### src/rtl/pwrup_mod8_pkg.sv
package pwrup_mod8_pkg;
    typedef enum logic [1:0] {
        ST_PRESET = 2'd0,
        ST_RUN    = 2'd1,
        ST_TRUNC  = 2'd2
    } phase_e;
endpackage

### src/rtl/pwrup_mod8_sync.sv
module pwrup_mod8_sync #(
    parameter int STAGES = 2
) (
    input  logic clk_i,
    input  logic async_i,
    output logic sync_o
);
    logic [STAGES-1:0] chain_q;

    generate
        for (genvar g = 0; g < STAGES; g++) begin : g_stage
            if (g == 0) begin : g_first
                always_ff @(posedge clk_i) chain_q[g] <= async_i;
            end else begin : g_next
                always_ff @(posedge clk_i) chain_q[g] <= chain_q[g-1];
            end
        end
    endgenerate

    assign sync_o = chain_q[STAGES-1];
endmodule

### src/rtl/pwrup_mod8_fall.sv
module pwrup_mod8_fall (
    input  logic clk_i,
    input  logic level_i,
    output logic fall_o
);
    logic last_q;

    always_ff @(posedge clk_i) last_q <= level_i;

    assign fall_o = last_q & ~level_i;
endmodule

### src/rtl/pwrup_mod8_ctrl.sv
module pwrup_mod8_ctrl
    import pwrup_mod8_pkg::*;
#(
    parameter int CNT_W = 4
) (
    input  logic             clk_i,
    input  logic             por_i,
    input  logic             fall_i,
    output logic [CNT_W-1:0] count_o
);
    localparam logic [CNT_W-1:0] TRUNC_VAL  = CNT_W'(1) << (CNT_W - 1);
    localparam logic [CNT_W-1:0] LAST_VAL   = TRUNC_VAL - CNT_W'(1);
    localparam logic [CNT_W-1:0] PRESET_VAL = TRUNC_VAL | CNT_W'(1);

    phase_e           state_q, state_d;
    logic [CNT_W-1:0] cnt_q, cnt_d;
    logic             trunc_hit;

    assign trunc_hit = cnt_q[CNT_W-1] & ~cnt_q[0];

    always_comb begin
        state_d = state_q;
        cnt_d   = cnt_q;
        if (por_i) begin
            state_d = ST_PRESET;
            cnt_d   = PRESET_VAL;
        end else begin
            unique case (state_q)
                ST_PRESET: begin
                    cnt_d = PRESET_VAL;
                    if (fall_i) begin
                        state_d = ST_RUN;
                        cnt_d   = '0;
                    end
                end
                ST_RUN: begin
                    if (fall_i) begin
                        cnt_d = cnt_q + CNT_W'(1);
                        if (cnt_q == LAST_VAL) state_d = ST_TRUNC;
                    end
                end
                ST_TRUNC: begin
                    state_d = ST_RUN;
                    if (trunc_hit) cnt_d = '0;
                end
                default: begin
                    state_d = ST_PRESET;
                    cnt_d   = PRESET_VAL;
                end
            endcase
        end
    end

    always_ff @(posedge clk_i) begin
        state_q <= state_d;
        cnt_q   <= cnt_d;
    end

    assign count_o = cnt_q;
endmodule

### src/rtl/pwrup_mod8_counter.sv
module pwrup_mod8_counter #(
    parameter int CNT_W       = 4,
    parameter int SYNC_STAGES = 2
) (
    input  logic             clk_i,
    input  logic             por_i,
    input  logic             cnt_clk_i,
    output logic [CNT_W-1:0] count_o
);
    logic cnt_clk_sync;
    logic cnt_fall;

    pwrup_mod8_sync #(.STAGES(SYNC_STAGES)) u_sync (
        .clk_i   (clk_i),
        .async_i (cnt_clk_i),
        .sync_o  (cnt_clk_sync)
    );

    pwrup_mod8_fall u_fall (
        .clk_i   (clk_i),
        .level_i (cnt_clk_sync),
        .fall_o  (cnt_fall)
    );

    pwrup_mod8_ctrl #(.CNT_W(CNT_W)) u_ctrl (
        .clk_i   (clk_i),
        .por_i   (por_i),
        .fall_i  (cnt_fall),
        .count_o (count_o)
    );
endmodule

### config.mk
export PLATFORM = sky130hd
export DESIGN_NAME = pwrup_mod8_counter
export DESIGN_NICKNAME = d
export VERILOG_FILES = /design/src/rtl/pwrup_mod8_pkg.sv /design/src/rtl/pwrup_mod8_sync.sv /design/src/rtl/pwrup_mod8_fall.sv /design/src/rtl/pwrup_mod8_ctrl.sv /design/src/rtl/pwrup_mod8_counter.sv
export SDC_FILE = /design/constraint.sdc
export NUM_CORES = 1
export LEC_CHECK = 0
export BUFFER_PORTS_ARGS = -buffer_cell sky130_fd_sc_hd__buf_4
export CAP_MARGIN = 25
export CORE_AREA = 2 2 39 41
export CTS_BUF_LIST = sky130_fd_sc_hd__clkbuf_8
export DETAILED_ROUTE_END_ITERATION = 10
export DIE_AREA = 0 0 41 43
export GPL_TIMING_DRIVEN = 0
export PLACE_DENSITY = 0.44
export RECOVER_POWER = 25
export SLEW_MARGIN = 20
export SYNTH_ARGS = -nofsm -noshare
export SYNTH_HDL_FRONTEND = slang
export SYNTH_SLANG_ARGS = --single-unit
### constraint.sdc
create_clock -name clk_i -period 3.98 [get_ports clk_i]
set_clock_uncertainty 0.15 [all_clocks]
set_input_delay 0.796 -clock clk_i [delete_from_list [all_inputs] [get_ports clk_i]]
set_output_delay 0.796 -clock clk_i [all_outputs]
set_load 0.05 [all_outputs]
# [Word-level counts from Yosys, hierarchy flattened]
# Index checks and enable logic that the tools add are counted.
# Widths: inputs -> output; s select.
[word_totals] output_inout_bits=4 wordCells=28 ff_bits=9
[classes] reduce_logical=3 addsub=1 mux=8 bitwise=4 n_eq_ne=7
[ops] cell="$mux 4" count=3
[ops] cell="$pmux 4 s3" count=1
[ops] cell="$mux 2" count=3
[ops] cell="$pmux 2 s3" count=1
[ops] cell="$add 4x1->4 const B" count=1
[ops] cell="$eq 4x3->1 const B" count=1
[ops] cell="$ne 2x1->1 const B" count=2
[ops] cell="$ne 2x2->1 const B" count=2
[ops] cell="$reduce_and 3->1" count=1
[ops] cell="$and 1x1->1" count=2
[ops] cell="$eq 2x1->1 const B" count=1
[ops] cell="$eq 2x2->1 const B" count=1
[ops] cell="$logic_not 2->1" count=1
[ops] cell="$not 1->1" count=2
[ops] cell="$reduce_and 2->1" count=1

# [Logic depth before layout (Yosys ltp)]
# Gate-level depths: netlist (run 1).
[logic_depth] ltp_word=4 depth_mapped=5 depth_no_buf=5

# [Cells and area by module]
# A second synthesis (run 1) with hierarchy kept.
[hier_totals] cells_unflattened=41 area_unflattened_um2=376.6
[by_module_without_submodules] mod="pwrup_mod8_ctrl" area_per_inst_um2=302.8 n_inst=1 cells_each=37
[by_module_without_submodules] mod="pwrup_mod8_sync" area_per_inst_um2=40.0 n_inst=1 cells_each=2
[by_module_without_submodules] mod="pwrup_mod8_fall" area_per_inst_um2=33.8 n_inst=1 cells_each=2

# [Worst setup path before layout (run 1)]
# No wires, ideal clock.
[synth_timing] path_kind="reg2out" start="register u_ctrl.cnt_q[0], in the netlist u_ctrl.count_o[0]" end="output port count_o[0]" path_slack_ns=2.381 stages_incl_launch_ff=1 arrival_ns=0.653 cell_sequence="dfxtp_1"
[synth_lines] element="start: declaration" line_no="pwrup_mod8_ctrl.sv:16" rtl="logic [CNT_W-1:0] cnt_q, cnt_d;"
[synth_lines] element="start signal: assignment" line_no="pwrup_mod8_ctrl.sv:56" rtl="cnt_q <= cnt_d;"
[synth_lines] element="end: declaration" line_no="pwrup_mod8_counter.sv:8" rtl="output logic [CNT_W-1:0] count_o"
# No word-level cell between the ends.

# [Worst setup path in the final report (run 1)]
[layout_timing] start="register u_ctrl.cnt_q[0], in the netlist u_ctrl.count_o[0]" end="output port count_o[0]"
# No word-level cell between the ends.

==> results by group, run 1 <==
Run status
  – Status: finished, final reports clean

Clock tree
  – Htree depth: 1
  – Clock slew at the register clock pins of the worst setup and hold paths: 0.04 ns
  – Gates resized, CTS repair: 0
  – Number of post-CTS setup repair buffers: 0
  – CTS Buffer Depth: 2
  – Source-to-sink clock delay at the later pin of the worst-skew pair: 0.23 ns
  – Cell at the root of the clock tree: sky130_fd_sc_hd__clkbuf_8
  – Hold-fix buffers, CTS: 0
  – Clock sink count: 9
  – TritonCTS clock tree: yes
  – Number of clock buffers inserted by TritonCTS: 3

Die
  – Die area: 1763 µm²
  – Number of placement rows: 14
  – Die extent in y: 43 µm
  – Boundary Pins: 7
  – Starting density of the core: 28.48%
  – Area of the core: 1384 µm²
  – Horiz. Die Dim: 41 µm

Worst setup path
  – Category of the most critical setup path: register to primary output
  – Required arrival time at the worst endpoint: 3.03 ns
  – Crit path capture: count_o[0]
  – Logic depth of the worst path, buffers included: 1
  – Worst path top cell family by delay: flip-flops
  – Critical path fanouts, max: 5
  – Standard cell with the maximum stage delay on the critical path: sky130_fd_sc_hd__dfxtp_1
  – Worst reg-to-reg path cell count: 4
  – Kind of end point of the critical path: primary output
  – Peak per-stage delay on the critical path: 0.41 ns
  – Worst setup path startpoint: u_ctrl.count_o[0]
  – R2R setup slack: 2.62 ns
  – Startpoint of the lowest-slack register-to-register path: u_ctrl.state_q[1]
  – Critical-path cell list: buf_4
  – Worst setup SP type: register
  – Worst EP arrival: 0.87 ns
  – WP buf/inv: 1
  – R2R Path End: u_ctrl.count_o[3]

Layout
  – Area of all placed cells without fillers: 504.2 µm²
  – Post-layout utilization of the core: 36.44%
  – Fraction of final layout cells sized beyond drive strength 1: 25.00%
  – Diodes inserted: 0
  – Net count, final: 57
  – Post-Layout Cell Count: 68
  – Area added between synthesis and finish: 27.94%
  – Count of filler cells inserted in the layout: 139

Placement
  – IO buf count: 6
  – Instance count after placement with tap cells included: 64
  – Placed Instance Area: 459.2 µm²
  – Final HPWL from detailed placement: 574 µm
  – Last weighted congestion value of the routability-driven placer: 0.7613
  – Post-place setup slack: 2.276 ns

Pwr
  – Leakage: 0.1916 nW
  – Clock power frac: 46.1%
  – Peak supply drop: 0.0002078 V
  – Power density cells: 441.1 nW/µm²
  – Switching component of the power: 0.00005172 W
  – Int Pwr: 0.0001707 W
  – Share of power burned in combinational logic: 9.8%
  – Flop pwr share: 44.1%
  – Switching fraction of total power: 23.25%

STA
  – Setup repair after global routing missed its margin: no
  – # setup viols final: 0
  – Maximum operating frequency: 550.0 MHz
  – Total count of max-transition violations in the final report: 0
  – Fin crit share: 45.69%
  – Final hold violation count: 0
  – Final WS setup: 2.162 ns
  – Worst Tran Pin Value: 0.2414 ns
  – Slew HR: 83.88%
  – Post-route minimum period: 1.818 ns
  – Accumulated negative setup slack: 0 ns

GRT
  – Initial antenna violation count: 0
  – Wire length of the first global-routing pass: 1317 µm
  – GR Util All Layers: 11.85%
  – Vias in the first global route: 312
  – Overflow after GRT: 0
  – Largest net degree at the start of global routing: 9

Yosys
  – Leading post-synthesis cells by instance count: sky130_fd_sc_hd__dfxtp_1, sky130_fd_sc_hd__a21oi_1, sky130_fd_sc_hd__nand2b_1, sky130_fd_sc_hd__nand3_1, sky130_fd_sc_hd__nor2_1
  – Async SR Flop Fraction: 0%
  – Number of flops mapped to enable cells by yosys: 0
  – Register area share after synthesis: 45.71%
  – Synthesized instance count: 42
  – Syn Area/Cell: 9.384 µm²
  – Mapped Nets: 46
  – Cell type with the largest total area after synthesis: sky130_fd_sc_hd__dfxtp_1
  – Most frequently used cell type in the post-synthesis netlist: sky130_fd_sc_hd__dfxtp_1
  – Number of library cell types mapped by synthesis: 22
  – Main area contributors after synthesis: sky130_fd_sc_hd__dfxtp_1, sky130_fd_sc_hd__a21oi_1, sky130_fd_sc_hd__nand2b_1
  – Fraction of synthesized cell area taken by the top area cell type: 45.71%
  – Cell area after technology mapping: 394.1 µm²
  – Synthesized flop and latch total: 9
  – Ys flop type: sky130_fd_sc_hd__dfxtp_1
  – YS warnings: 0

Routing
  – Wl on met1: 371 µm
  – DRT iter0 DRCs: 5
  – Met3 wire len: 50 µm
  – Number of vias after detailed routing: 337
  – Detailed-route wire length per cell: 11.34 µm
  – Post-route DRC: 0
  – Routed length on met2: 329 µm
  – ANT nets after route: 0
  – Vias per cell: 4.956
  – 1st-pass router iterations: 2
  – Total detailed-routing wirelength: 771 µm
  – Top layer reached by signal wires: met4

Worst hold path
  – Worst hold stages: 0
  – Worst hold-check path type: register to register

Run
  – MaxCap Viol Count: 0
[cell families after synthesis]
family / Yosys count / synth area share [%]
adder cells (fa/ha/maj): 1 / 3.174
buffers and inverters: 1 / 0.9515
flip-flops: 9 / 45.71
AND/OR/NAND/NOR: 17 / 26.35
AO/OA/AOI/OAI: 14 / 23.81
[routing by layer]
metal	vias up	track usage, %
met1	152	14.47
met4	0	6.000
met3	4	9.424
li1	174	-
met2	7	14.37
met5	-	0
[stage by stage]
| stage | power, W | hold WS [ns] |
|---|---|---|
| after global placement | 0.0001213 | 0.1671 |
| final | 0.0002224 | 0.1780 |
| after CTS | 0.0002259 | 0.1802 |
| after floorplan | 0.0001146 | 0.1596 |
| after detailed placement | 0.0001214 | 0.1635 |
| after global routing | 0.0002332 | 0.2019 |
[worst min-delay path by stage]
stage / from / end
6_report: u_sync.chain_q[0] / u_sync.sync_o
5_1_grt: u_sync.chain_q[0] / u_sync.sync_o
4_1_cts: u_sync.chain_q[0] / u_sync.sync_o
3_5_place_dp: u_sync.chain_q[0] / u_sync.sync_o
3_3_place_gp: u_sync.chain_q[0] / u_sync.sync_o
2_1_floorplan: u_sync.chain_q[0] / u_sync.sync_o
[layout make-up]
cell class | instances | area [µm²] | area share (%)
multi-input cells | 32 | 210.2 | 41.69
clock inverters | 1 | 3.754 | 0.7444
flip-flops and latches | 9 | 180.2 | 35.73
repair buffers | 6 | 45.04 | 8.933
well taps | 16 | 20.02 | 3.970
inverters | 1 | 3.754 | 0.7444
clock buffers | 3 | 41.29 | 8.189
[cells in the final DEF, fill, tap and decap left out, drive strengths merged]
master,instances
nor2,3
clkbuf,4
a21oi,5
a31oi,1
ha,1
and2b,2
o21ai,3
nor4,1
dfxtp,9
buf,5
o221ai,1
nand3b,1
nand2b,4
nand3,3
inv,2
or2,1
a211oi,2
nand2,1
o31ai,1
a221o,1
and2,1
[flip-flops by register name (all words and copies together) (netlist names)]
name and cells:
u_fall.last_q 1, u_ctrl.count_o 4, u_sync.chain_q 1, u_sync.sync_o 1, u_ctrl.state_q 2
[power groups by stage]
stage	sequential [W]	combinational (W)	clock [W]
detailed placement	0.0000997	0.0000217	0
floorplan	0.000104	0.0000109	0
CTS	0.0000981	0.0000218	0.000106
global route	0.0000987	0.0000235	0.000111
global placement	0.0000996	0.0000216	0
finish	0.0000981	0.0000218	0.000103
Note: power is estimated with default switching activity, not from simulation.
==> inputs of run 2 (changes only) <==
--- a/config.mk
+++ b/config.mk
@@ -12,7 +12,7 @@
 export DETAILED_ROUTE_END_ITERATION = 10
 export DIE_AREA = 0 0 41 43
 export GPL_TIMING_DRIVEN = 0
-export PLACE_DENSITY = 0.44
+export PLACE_DENSITY = 0.45
 export RECOVER_POWER = 25
 export SLEW_MARGIN = 20
 export SYNTH_ARGS = -nofsm -noshare
==> constraint.sdc (replaced) <==
create_clock -name clk_i -period 1.6 [get_ports clk_i]
set_clock_uncertainty 0.15 [all_clocks]
set_input_delay 0.32 -clock clk_i [delete_from_list [all_inputs] [get_ports clk_i]]
set_output_delay 0.32 -clock clk_i [all_outputs]
set_load 0.05 [all_outputs]
==> run 2 against run 1 <==
Compared with the run above: sequential cell count did not move; clock power rose to 2.6 times the previous value; critical path depth grew 3; global-route usage hardly changed; via count grew 4.2%; highest routed layer unchanged; sequential power grew 150%; largest power group unchanged.
==> results by group, run 2 (synthesized netlist as in run 1, its figures left out) <==
STA
  – Maximum operating frequency: 734.2 MHz
  – Accumulated negative setup slack: 0 ns (unchanged)
  – Total count of max-transition violations in the final report: 0 (unchanged)
  – Final hold violation count: 0 (unchanged)
  – Post-route minimum period: 1.362 ns
  – Setup repair after global routing missed its margin: no
  – Fin crit share: 85.13%
  – Worst Tran Pin Value: 0.2607 ns (+0.01930 ns)
  – Slew HR: 82.60% (-1.3 points)
  – Worst hold slack: 0.05682 ns (-0.1212 ns)
  – # setup viols final: 0 (unchanged)

Worst setup path
  – Kind of end point of the critical path: register
  – Category of the most critical setup path: register to register
  – Worst setup SP type: register
  – Required arrival time at the worst endpoint: 1.57 ns (-1.46 ns)
  – Worst EP arrival: 1.33 ns (+0.46 ns)
  – Critical path fanouts, max: 7 (+2)

Routing
  – Post-route DRC: 0 (unchanged)
  – 1st-pass router iterations: 2 (unchanged)
  – ANT nets after route: 0 (unchanged)
  – Vias per cell: 5.162 (+4.2%)
  – Number of vias after detailed routing: 351 (+4.2%)
  – Detailed-route wire length per cell: 11.88 µm (+4.8%)
  – DRT iter0 DRCs: 11 (+6)
  – Total detailed-routing wirelength: 808 µm (+4.8%)

Placement
  – Last weighted congestion value of the routability-driven placer: 0.7850 (+3.1%)
  – IO buf count: 6 (unchanged)
  – Final HPWL from detailed placement: 586 µm (+2.1%)

Die
  – Horiz. Die Dim: 41 µm (unchanged)
  – Boundary Pins: 7 (unchanged)
  – Area of the core: 1384 µm² (unchanged)
  – Die extent in y: 43 µm (unchanged)
  – Die area: 1763 µm² (unchanged)
  – Number of placement rows: 14 (unchanged)
  – Starting density of the core: 28.48% (unchanged)

Layout
  – Diodes inserted: 0 (unchanged)
  – Count of filler cells inserted in the layout: 147 (+5.8%)
  – Area added between synthesis and finish: 28.25%
  – Most common library cell in the layout ignoring fill and taps: sky130_fd_sc_hd__dfxtp_1
  – Top library cells by usage in the layout, fill and taps aside: sky130_fd_sc_hd__dfxtp_1, sky130_fd_sc_hd__a21oi_1, sky130_fd_sc_hd__buf_4
  – Sequential cell area: 180.2 µm² (unchanged)
  – Multi-input gate area in the final layout: 210.2 µm² (unchanged)
  – Post-layout utilization of the core: 36.53% (+0.090 points)
  – Fraction of final layout cells sized beyond drive strength 1: 26.92% (+1.9 points)
  – Flip-flop count of the largest register after layout: 4 (unchanged)
  – Net count, final: 57 (unchanged)

GRT
  – Vias in the first global route: 327 (+4.8%)
  – Largest net degree at the start of global routing: 9 (unchanged)
  – Met1 Usage GRT: 14.29% (-0.18 points)
  – Met2 Resource Use GR: 15.63% (+1.3 points)
  – Wire length of the first global-routing pass: 1366 µm (+3.7%)
  – GR Util All Layers: 11.88% (+0.036 points)
  – Met3 Usage GRT: 7.853% (-1.6 points)
  – Overflow after GRT: 0 (unchanged)
  – Layer with the highest usage after global routing: met2
  – Initial antenna violation count: 0 (unchanged)

Clock tree
  – Clock slew at the register clock pins of the worst setup and hold paths: 0.05 ns (about the same)
  – Number of post-CTS setup repair buffers: 0 (unchanged)
  – Clock sink count: 9 (unchanged)
  – Cell at the root of the clock tree: sky130_fd_sc_hd__clkbuf_8
  – CTS Buffer Depth: 2 (unchanged)
  – Htree depth: 1 (unchanged)
  – Number of clock buffers inserted by TritonCTS: 3 (unchanged)
  – Hold-fix buffers, CTS: 0 (unchanged)
  – Gates resized, CTS repair: 0 (unchanged)
  – Source-to-sink clock delay at the later pin of the worst-skew pair: 0.23 ns (about the same)
  – TritonCTS clock tree: yes

Pwr
  – Power density cells: 1119 nW/µm² (+150%)
  – Leakage: 0.1902 nW (-0.74%)
  – Final total power: 0.0005655 W (+150%)
  – Peak supply drop: 0.0005316 V (+160%)

Run status
  – Status: finished, final reports clean

Worst hold path
  – Worst hold-check path type: input pin to register

Run
  – MaxCap Viol Count: 0 (unchanged)
==> run 2: changes by cell type in the layout (fill, tap and decap cells not counted), sizes merged <==
cell and change:
inv -1, clkinv +1
==> run 2: final timing paths <==
check	start	to	slack [ns]	cells after the start
worst min-delay path	cnt_clk_i	u_sync.chain_q[0]	0.06	1
worst max register to register	u_ctrl.state_q[1]	u_ctrl.count_o[3]	0.24	4
worst min register to register	u_sync.chain_q[0]	u_sync.sync_o	0.18	0
worst max-delay path	u_ctrl.state_q[1]	u_ctrl.count_o[3]	0.24	4
==> run 2: critical path: stages, from the launching register on <==
cell and delay [ns]:
sky130_fd_sc_hd__dfxtp_1 0.42, sky130_fd_sc_hd__and2b_4 0.24, sky130_fd_sc_hd__nand2_2 0.05, sky130_fd_sc_hd__o221ai_2 0.08, sky130_fd_sc_hd__a221o_1 0.32
==> run 2: final cells by class <==
type | instances | area share, %
clock buffers | 3 | 8.168
clock inverters | 1 | 0.9901
inverters | 1 | 0.7426
multi-input cells | 32 | 41.58
flip-flops and latches | 9 | 35.64
well taps | 16 | 3.960
repair buffers | 6 | 8.911
==> run 2: metrics by stage <==
| stage | cells | setup WS, ns | area, µm² |
|---|---|---|---|
| floorplan | 42 | 0.02082 | 394.1 |
| global placement | 64 | 0.2631 | 459.2 |
| detailed placement | 64 | 0.2448 | 459.2 |
| CTS | 68 | 0.2342 | 505.5 |
| global route | 68 | 0.1519 | 505.5 |
| finish | 68 | 0.2379 | 505.5 |
==> run 2: power breakdown <==
group | internal (W) | switching (W)
clock network | 0.000170 | 0.0000968
logic | 0.0000232 | 0.0000311
registers | 0.000234 | 0.00000983
total | 0.000428 | 0.000138
==> run 2: per-layer routing <==
metal	part of all wire, %	vias up	wire length, µm
met2	44	8	359
met1	48	164	388
li1	-	177	-
met5	0	-	0
met3	5.8	2	47
met4	1.5	0	12
==> inputs of run 3 (changes only) <==
--- a/config.mk
+++ b/config.mk
@@ -11,7 +11,9 @@
 export CTS_BUF_LIST = sky130_fd_sc_hd__clkbuf_8
 export DETAILED_ROUTE_END_ITERATION = 10
 export DIE_AREA = 0 0 41 43
+export GPL_ROUTABILITY_DRIVEN = 0
 export GPL_TIMING_DRIVEN = 0
+export HOLD_SLACK_MARGIN = 0.06
 export PLACE_DENSITY = 0.45
 export RECOVER_POWER = 25
 export SLEW_MARGIN = 20
==> run 3 against run 2 <==
Compared with the run above: via count grew 1.1%; clock power about the same; power up 0.40%; final cell count rose by 1.5%; critical path type unchanged; largest cell class unchanged.
==> results by group, run 3 (synthesized netlist as in run 1, its figures left out) <==
Pwr
  – Power density cells: 1101 nW/µm² (-1.6%)
  – Flop pwr share: 43.0% (-0.2 points)
  – Share of power burned in combinational logic: 9.9% (+0.3 points)
  – Switching fraction of total power: 24.39% (about the same)
  – Leakage: 0.1944 nW (+2.2%)
  – Int Pwr: 0.0004293 W (+0.38%)
  – Peak supply drop: 0.0005331 V (+0.29%)
  – Clock power frac: 47.1% (about the same)
  – Switching component of the power: 0.0001385 W (+0.47%)

Worst setup path
  – Peak per-stage delay on the critical path: 0.42 ns (about the same)
  – Worst EP arrival: 1.33 ns (about the same)
  – Crit path capture: u_ctrl.count_o[3]
  – R2R setup slack: 0.24 ns (about the same)
  – Category of the most critical setup path: register to register
  – Worst reg-to-reg path cell count: 4 (unchanged)
  – Worst setup SP type: register
  – Critical-path cell list: and2b_4, nand2_2, o221ai_2, a221o_1
  – R2R Path End: u_ctrl.count_o[3]
  – Worst setup path startpoint: u_ctrl.state_q[1]
  – Required arrival time at the worst endpoint: 1.57 ns (about the same)
  – Startpoint of the lowest-slack register-to-register path: u_ctrl.state_q[1]
  – Critical path fanouts, max: 7 (unchanged)
  – Standard cell with the maximum stage delay on the critical path: sky130_fd_sc_hd__dfxtp_1
  – Kind of end point of the critical path: register

Clock tree
  – Clock sink count: 9 (unchanged)
  – Number of post-CTS setup repair buffers: 0 (unchanged)
  – Number of clock buffers inserted by TritonCTS: 3 (unchanged)
  – TritonCTS clock tree: yes
  – CTS Buffer Depth: 2 (unchanged)
  – Clock slew at the register clock pins of the worst setup and hold paths: 0.05 ns (about the same)
  – Source-to-sink clock delay at the later pin of the worst-skew pair: 0.23 ns (about the same)
  – Cell at the root of the clock tree: sky130_fd_sc_hd__clkbuf_8
  – Htree depth: 1 (unchanged)

STA
  – Slew HR: 82.60% (unchanged)
  – Worst Tran Pin Value: 0.2607 ns (unchanged)
  – Setup repair after global routing missed its margin: no
  – Final hold violation count: 0 (unchanged)
  – # setup viols final: 0 (unchanged)
  – Accumulated negative setup slack: 0 ns (unchanged)
  – Fin crit share: 85.15% (about the same)
  – Maximum operating frequency: 734.0 MHz (about the same)
  – Post-route minimum period: 1.362 ns (+0.0003110 ns)
  – Final WS setup: 0.2376 ns (-0.0003110 ns)
  – Total count of max-transition violations in the final report: 0 (unchanged)

Run status
  – Status: finished, final reports clean

GRT
  – Wire length of the first global-routing pass: 1393 µm (+2.0%)
  – Vias in the first global route: 339 (+3.7%)
  – Initial antenna violation count: 0 (unchanged)
  – Largest net degree at the start of global routing: 9 (unchanged)
  – GR Util All Layers: 12.08% (+0.20 points)
  – Overflow after GRT: 0 (unchanged)

Routing
  – Vias per cell: 5.145 (-0.33%)
  – Detailed-route wire length per cell: 11.90 µm (+0.14%)
  – ANT nets after route: 0 (unchanged)
  – DRT iter0 DRCs: 11 (unchanged)
  – Post-route DRC: 0 (unchanged)
  – Total detailed-routing wirelength: 821 µm (+1.6%)
  – 1st-pass router iterations: 2 (unchanged)
  – Number of vias after detailed routing: 355 (+1.1%)

Die
  – Horiz. Die Dim: 41 µm (unchanged)
  – Area of the core: 1384 µm² (unchanged)
  – Die extent in y: 43 µm (unchanged)
  – Number of placement rows: 14 (unchanged)
  – Die area: 1763 µm² (unchanged)
  – Boundary Pins: 7 (unchanged)
  – Starting density of the core: 28.48% (unchanged)

Placement
  – IO buf count: 6 (unchanged)
  – Final HPWL from detailed placement: 586 µm (unchanged)
  – Post-place setup slack: 0.2448 ns (unchanged)

Layout
  – Top library cells by usage in the layout, fill and taps aside: sky130_fd_sc_hd__dfxtp_1, sky130_fd_sc_hd__a21oi_1, sky130_fd_sc_hd__buf_4
  – Flip-flop count of the largest register after layout: 4 (unchanged)
  – Diodes inserted: 0 (unchanged)
  – Post-layout utilization of the core: 37.25% (+0.72 points)
  – Fraction of final layout cells sized beyond drive strength 1: 26.42% (-0.51 points)
  – Most common library cell in the layout ignoring fill and taps: sky130_fd_sc_hd__dfxtp_1
  – Area added between synthesis and finish: 30.79%
  – Count of filler cells inserted in the layout: 146 (-0.68%)
  – Net count, final: 58 (+1.8%)

Worst hold path
  – Worst hold-check path type: input pin to register

Run
  – MaxCap Viol Count: 0 (unchanged)
==> run 3: changes by cell type in the layout (fill, tap and decap cells not counted) <==
cell / previous run / this run
sky130_fd_sc_hd__dlygate4sd3_1: 0 / 1
==> run 3: critical path, delay by kind of cell, from the launching register on <==
family | cells | cell delay (ns)
flops | 1 | 0.42
simple gates | 2 | 0.29
compound gates | 2 | 0.40
==> run 3: power by group through the flow <==
| stage | clock network, W | logic [W] | registers (W) |
|---|---|---|---|
| after floorplan | 0 | 0.0000272 | 0.000258 |
| after global placement | 0 | 0.0000537 | 0.000248 |
| after detailed placement | 0 | 0.0000543 | 0.000248 |
| after CTS | 0.000279 | 0.0000564 | 0.000244 |
| after global routing | 0.000289 | 0.0000605 | 0.000246 |
| final | 0.000267 | 0.0000563 | 0.000244 |
==> run 3: worst min-delay path by stage <==
stage          slack [ns]           endpoint  cells after the start         startpoint
3_5_place_dp         0.16      u_sync.sync_o                      0  u_sync.chain_q[0]
5_1_grt              0.14  u_ctrl.count_o[1]                      2              por_i
2_1_floorplan        0.16      u_sync.sync_o                      0  u_sync.chain_q[0]
3_3_place_gp         0.17      u_sync.sync_o                      0  u_sync.chain_q[0]
6_report             0.13  u_ctrl.count_o[1]                      2              por_i
4_1_cts              0.13  u_ctrl.count_o[1]                      2              por_i
==> run 3: per-stage QoR <==
| step | total power (W) | instances | area [µm²] | hold slack [ns] |
|---|---|---|---|---|
| finish | 0.0005678 | 69 | 515.5 | 0.1338 |
| detailed placement | 0.0003027 | 64 | 459.2 | 0.1632 |
| global route | 0.0005956 | 69 | 515.5 | 0.1359 |
| CTS | 0.0005789 | 69 | 515.5 | 0.1263 |
| global placement | 0.0003015 | 64 | 459.2 | 0.1673 |
| floorplan | 0.0002852 | 42 | 394.1 | 0.1596 |
==> run 3: final cells by class <==
| class | count | area, µm² | share of cell area (%) |
|---|---|---|---|
| Multi-Input combinational cell | 32 | 210.2 | 40.78 |
| Sequential cell | 9 | 180.2 | 34.95 |
| Timing Repair Buffer | 7 | 55.05 | 10.68 |
| Clock buffer | 3 | 41.29 | 8.010 |
| Tap cell | 16 | 20.02 | 3.883 |
| Clock inverter | 1 | 5.005 | 0.9709 |
| Inverter | 1 | 3.754 | 0.7282 |
==> run 3: repair_timing <==
action	4_1_cts	5_1_grt
hold buffers	1	0
resized for setup	0	0
hold endpoints to repair	1	0
==> run 3: metal layers <==
metal | vias up | part of all wire [%] | GRT usage (%)
li1 | 179 | - | -
met1 | 166 | 47 | 14.29
met2 | 8 | 45 | 16.25
met3 | 2 | 5.5 | 7.853
met4 | 0 | 1.5 | 6.000
met5 | - | 0 | 0
